File: src/rtl/wkg_pkg.sv
package wkg_pkg;
  // Bank index holding interrupt n
  function automatic int unsigned irq_bank(input int unsigned n);
    return n >> 5;
  endfunction

  // Bit position of interrupt n inside its bank
  function automatic int unsigned irq_bit(input int unsigned n);
    return n & 31;
  endfunction

  // Byte offset of the enable register for a CPU and bank
  function automatic int unsigned reg_offset(input int unsigned cpu,
                                             input int unsigned bank,
                                             input int unsigned stride);
    return cpu * stride + bank * 4;
  endfunction
endpackage

File: src/rtl/wkg_sync.sv
module wkg_sync #(
  parameter int W = 128
) (
  input  logic         clk,
  input  logic         rst_n,
  input  logic [W-1:0] d,
  output logic [W-1:0] q
);
  logic [W-1:0] stage1;

  always_ff @(posedge clk or negedge rst_n) begin
    if (!rst_n) begin
      stage1 <= '0;
      q      <= '0;
    end else begin
      stage1 <= d;
      q      <= stage1;
    end
  end
endmodule

File: src/rtl/wkg_mask_bank.sv
module wkg_mask_bank #(
  parameter int NUM_BANK = 4,
  parameter int DATA_W   = 32
) (
  input  logic                       clk,
  input  logic                       rst_n,
  input  logic [NUM_BANK-1:0]        wr_hit,
  input  logic [DATA_W-1:0]          wdata,
  output logic [NUM_BANK*DATA_W-1:0] mask
);
  for (genvar b = 0; b < NUM_BANK; b++) begin : g_bank
    always_ff @(posedge clk or negedge rst_n) begin
      if (!rst_n)         mask[b*DATA_W +: DATA_W] <= '0;
      else if (wr_hit[b]) mask[b*DATA_W +: DATA_W] <= wdata;
    end
  end
endmodule

File: src/rtl/wkg_idle_hs.sv
module wkg_idle_hs (
  input  logic clk,
  input  logic rst_n,
  input  logic idle_req,
  input  logic pending,
  output logic idle_ack
);
  logic grant_q;

  always_ff @(posedge clk or negedge rst_n) begin
    if (!rst_n) grant_q <= 1'b0;
    else        grant_q <= idle_req & ~pending;
  end

  // Registered grant, withdrawn at once on request drop or pending interrupt
  assign idle_ack = grant_q & idle_req & ~pending;
endmodule

File: src/rtl/wkg_top.sv
module wkg_top
  import wkg_pkg::*;
#(
  parameter int NUM_CPU    = 2,
  parameter int NUM_IRQ    = 128,
  parameter int DATA_W     = 32,
  parameter int ADDR_W     = 12,
  parameter int CPU_STRIDE = 'h400
) (
  input  logic               clk,
  input  logic               rst_n,
  input  logic [NUM_IRQ-1:0] irq_in,
  output logic [NUM_IRQ-1:0] irq_out,
  input  logic               bus_sel,
  input  logic               bus_wr,
  input  logic [ADDR_W-1:0]  bus_addr,
  input  logic [DATA_W-1:0]  bus_wdata,
  output logic [DATA_W-1:0]  bus_rdata,
  input  logic [NUM_CPU-1:0] idle_req,
  output logic [NUM_CPU-1:0] idle_ack,
  output logic [NUM_CPU-1:0] wake
);
  localparam int NUM_BANK = NUM_IRQ / DATA_W;

  logic [NUM_IRQ-1:0]                irq_sync;
  logic [NUM_CPU-1:0][NUM_IRQ-1:0]   cpu_mask;
  logic [NUM_CPU-1:0][NUM_BANK-1:0]  reg_hit;
  logic [NUM_CPU-1:0]                pending;
  logic                              bus_write;
  logic                              bus_read;

  assign irq_out   = irq_in;
  assign bus_write = bus_sel & bus_wr;
  assign bus_read  = bus_sel & ~bus_wr;

  wkg_sync #(.W(NUM_IRQ)) u_sync (
    .clk   (clk),
    .rst_n (rst_n),
    .d     (irq_in),
    .q     (irq_sync)
  );

  for (genvar c = 0; c < NUM_CPU; c++) begin : g_cpu
    for (genvar b = 0; b < NUM_BANK; b++) begin : g_dec
      assign reg_hit[c][b] =
        (bus_addr == ADDR_W'(reg_offset(c, b, CPU_STRIDE)));
    end

    wkg_mask_bank #(.NUM_BANK(NUM_BANK), .DATA_W(DATA_W)) u_mask (
      .clk    (clk),
      .rst_n  (rst_n),
      .wr_hit (reg_hit[c] & {NUM_BANK{bus_write}}),
      .wdata  (bus_wdata),
      .mask   (cpu_mask[c])
    );

    assign pending[c] = |(irq_sync & cpu_mask[c]);

    wkg_idle_hs u_idle (
      .clk      (clk),
      .rst_n    (rst_n),
      .idle_req (idle_req[c]),
      .pending  (pending[c]),
      .idle_ack (idle_ack[c])
    );
  end

  assign wake = pending;

  always_comb begin
    bus_rdata = '0;
    for (int c = 0; c < NUM_CPU; c++) begin
      for (int b = 0; b < NUM_BANK; b++) begin
        if (bus_read && reg_hit[c][b])
          bus_rdata = bus_rdata | cpu_mask[c][b*DATA_W +: DATA_W];
      end
    end
  end
endmodule

File: config.mk
export PLATFORM = sky130hd
export DESIGN_NAME = wkg_top
export DESIGN_NICKNAME = d
export VERILOG_FILES = /design/src/rtl/wkg_pkg.sv /design/src/rtl/wkg_sync.sv /design/src/rtl/wkg_mask_bank.sv /design/src/rtl/wkg_idle_hs.sv /design/src/rtl/wkg_top.sv
export SDC_FILE = /design/constraint.sdc
export NUM_CORES = 1
export LEC_CHECK = 0
export BUFFER_PORTS_ARGS = -buffer_cell sky130_fd_sc_hd__buf_2
export CORE_UTILIZATION = 40
export CTS_CLUSTER_DIAMETER = 100
export DETAILED_ROUTE_END_ITERATION = 12
export PLACE_DENSITY = 0.68
export SETUP_SLACK_MARGIN = 0.5
export SLEW_MARGIN = 20
export SYNTH_ARGS = -nofsm -noshare
export SYNTH_HDL_FRONTEND = slang
export SYNTH_HIERARCHICAL = 1
export SYNTH_SLANG_ARGS = --single-unit
File: constraint.sdc
create_clock -name clk -period 2.8 [get_ports clk]
set_input_delay 0.56 -clock clk [delete_from_list [all_inputs] [get_ports clk]]
set_output_delay 0.56 -clock clk [all_outputs]
set_load 0.03 [all_outputs]
==> flow_metrics.tcl <==
set metrics [dict create \
    post_synth_instance_area_um2 21540 \
    floorplan.initialDensity 0.4075 \
    antenna_found_initial 3 \
    vdd_ir_drop_max_mv 0.4528 \
    fin_crit_ns 3.487 \
    cts_buffer_depth 3 \
    critical_path.cell_chain "a22o_1 > a221oi_1 > nand4_1 > nor3_1 > nand3_4 > and3b_2 > buf_6" \
    cts_tree "done" \
    cts.sink_count 514 \
    final_min_period_over_clock_period 1.245 \
    total_negative_slack_for_setup_checks_ns -4.926 \
    synthesis.nets 1582 \
    avgRoutedWirePerCell_um 29.25 \
    detailed_place_hpwl_um 52780 \
    ff_latch_count_synth 514 \
    cp-start-kind "flip-flop" \
    post-place-cells 2379 \
    synth.lib_cells_used.distinct 44 \
    setup_viol 36 \
    firstDrtPassIters 11 \
    io-pin-count 342 \
    power.density_nw_per_um2 613.3 \
    drive_above_1_share 0.5412 \
    unrepaired_setup_endpoints_after_global_routing "true" \
    critical_path_class "reg -> out" \
    die_h_um 234.1 \
    yosysTopAreaCellShare 0.5971 \
    initialDrtViolationCount 1429 \
    synth_seq_area_share 0.5971 \
    filler_free_cell_count_of_the_finished_design 2519 \
    ctsRootBufferMaster "clkbuf_16" \
    grt_util_met2 0.3980 \
    design.core.area_um2 52870 \
    timing.final.max_slew_violations 0 \
    grt.overflow.total 0 \
    synth_top_area_cell "dfrtp_1" \
    globalRouteMet3Util 0.07685 \
    totalPowerFinal_uw 16910 \
    detail_route.wirelength_um 73670 \
    synth-warning-count 6 \
    failing_checks "DRC, setup timing" \
    timing.critical_path.max_delay_family "simple AND/OR/NAND/NOR gates" \
    post_synth.cell_area_avg_um2 15.34 \
    timing.slew.headroom 0.5564 \
    arrival_ns 2.93 \
    cts_inserted_buffers 56 \
    grt_use_met1 0.3648 \
    crit_path_top_delay_cell "a221oi_1" \
    max_slew.worst_pin.slew_ns 0.6655 \
    required_arrival_time_at_the_worst_endpoint_ns 2.24 \
    worstHoldPathType "in -> reg" \
    fin_worst_skew_ns 0.02809 \
    yosys-top-cells-area "dfrtp_1, mux2_4, buf_4" \
    die_width_um 234.1 \
    finalWorstSetupSlack_ns -0.6870 \
    fin_util 0.5216 \
    grt_busiest_layer "met2" \
    global_route.usage.total 0.2671 \
    cap_viol_max_count 0 \
    final_area_um2 27580 \
    htreeDepth 2 \
    design.die.area_um2 54790 \
    fp-row-count 84 \
    critical_path.max_stage_delay_ns 0.49 \
    grt_max_degree 68 \
    cp-end-kind "output port" \
    routabilityCongestion 0.9505 \
    timing.final.hold_violations 0 \
    routed-via-count 14150 \
    grt_pass1_vias 14130 \
    route.detailed.drc 17 \
    avgViaCountPerCell 5.617 \
    critical_path_peak_fanout 3 \
    worst-path-buf-inv 1 \
    grt_first_pass_wirelength_um 102900 \
    power.static_leakage_uw 0.01297 \
    clk_latency_ns 0.62 \
    place.port_buffers 341 \
    f_max_mhz 286.8 \
    finalNetCount 1961 \
    run_status "complete, but fails checks" \
    layout-area-overhead-vs-synth_pct 28.01 \
    clk_transition_reported_paths_ns 0.06 \
    ant_nets 0 \
    placed_area_um2 24300 \
    num_antenna_cells 0 \
    netlist_instances 1404 \
]
kinds of logic (layout without fill, tap and decap cells):
group,Yosys count,after routing,share of synthesized area
mux,319,319,0.2049
buf+inv,190,617,0.07748
compound gates,203,203,0.07417
simple gates,178,178,0.04635
flops,514,514,0.5971
through the flow:
step | worst slack, ns | hold slack (ns)
after floorplan | 0.2196 | 0.2644
after global placement | -0.2158 | 0.3365
after detailed placement | -0.1748 | 0.3347
after CTS | -0.6763 | 0.02709
after global routing | -0.7694 | 0.04247
final | -0.6870 | 0.05012
state kept, by name, indices dropped and copies added (netlist names):
| signal | flops |
|---|---|
| g_cpu.u_idle/grant_q | 2 |
| g_cpu.u_mask/mask | 256 |
| u_sync/q | 128 |
| u_sync/stage1 | 128 |
cells in the final DEF (no fill, tap or decap), types with 8 or more instances in the layout:
cell       count
buf_2        296
clkinv_2       8
a221oi_2      26
buf_6         59
nand3_1       38
nand4_1       41
mux2_4       240
dfrtp_1      511
a22oi_1       36
nor2_4        13
a21oi_2       17
a2bb2oi_1     24
clkbuf_1       9
buf_12        47
a221oi_1      19
a22oi_2       10
a21oi_1       11
nand3_2       18
clkbuf_16     58
bufinv_16     12
buf_4         99
mux2i_1       63
nor2_1        24
mux2_2        16
a22o_1        43
cell type report:
| type | instances | area, um^2 |
|---|---|---|
| inverter | 1 | 3.754 |
| tap | 688 | 860.8 |
| multi-input combinational | 700 | 7766 |
| clock inverter | 35 | 529.3 |
| timing repair buffer | 510 | 4020 |
| sequential | 514 | 12870 |
| clock buffer | 71 | 1529 |
| fill | 4316 | 25290 |
worst register-to-register path, delay by kind of cell (launching register included):
kind	cells	cell delay [ns]
and+or+nand+nor	4	0.76
DFF	1	0.48
buffers and inverters	1	0.18
AOI/OAI and AO/OA	2	0.77
synth_stat cells, drive strengths merged:
| library cell | number |
|---|---|
| a21oi | 31 |
| a221oi | 46 |
| a22o | 46 |
| a22oi | 46 |
| a2bb2oi | 31 |
| and2 | 1 |
| and3 | 1 |
| and3b | 2 |
| buf | 174 |
| clkbuf | 15 |
| dfrtp | 514 |
| inv | 1 |
| mux2 | 256 |
| mux2i | 63 |
| nand2 | 5 |
| nand2b | 1 |
| nand3 | 62 |
| nand3b | 1 |
| nand4 | 41 |
| nor2 | 42 |
| nor2b | 3 |
| nor3 | 5 |
| nor3b | 2 |
| nor4 | 6 |
| o21ai | 1 |
| o22ai | 1 |
| o311ai | 1 |
| or2 | 2 |
| or3 | 1 |
| or4 | 1 |
| or4b | 2 |
power breakdown:
group | internal (uW) | total, uW | leakage, uW | switching (uW)
sequential | 7630 | 7810 | 0.00658 | 184
combinational | 306 | 923 | 0.00539 | 617
clock | 5010 | 8180 | 0.00100 | 3170
total | 12900 | 16900 | 0.0130 | 3970
path summary, 6_finish.rpt:
check | start | end | slack (ns) | cells after the start
setup / recovery | g_cpu[0].u_mask/mask[117]$_DFFE_PN0P_ | idle_ack[0] | -0.69 | 7
hold / removal | irq_in[48] | u_sync/stage1[48]$_DFF_PN0_ | 0.05 | 1
setup reg to reg | g_cpu[0].u_mask/mask[117]$_DFFE_PN0P_ | g_cpu[0].u_idle/grant_q$_DFF_PN0_ | 0.55 | 7
hold reg to reg | u_sync/stage1[60]$_DFF_PN0_ | u_sync/q[60]$_DFF_PN0_ | 0.34 | 0
max in group asynchronous | rst_n | u_sync/q[5]$_DFF_PN0_ | 1.37 | 3
min in group asynchronous | rst_n | g_cpu[0].u_mask/mask[51]$_DFFE_PN0P_ | 0.54 | 2
metal layers:
| layer | share of wire | up-vias |
|---|---|---|
| met5 | 0.00046 | - |
| met3 | 0.11 | 173 |
| met1 | 0.41 | 7310 |
| li1 | - | 5808 |
| met2 | 0.45 | 852 |
| met4 | 0.041 | 6 |
timing repair:
| item | in CTS | in global routing |
|---|---|---|
| hold buffers | 1 | 0 |
| buffers inserted | 18 | 10 |
| cloned | 4 | 1 |
| setup endpoints to repair | 36 | 37 |
| gates resized for setup | 134 | 59 |
| pin swaps | 55 | 36 |
| endpoints found under the hold margin | 48 | 0 |
Note: power is estimated with default switching activity, not from simulation.
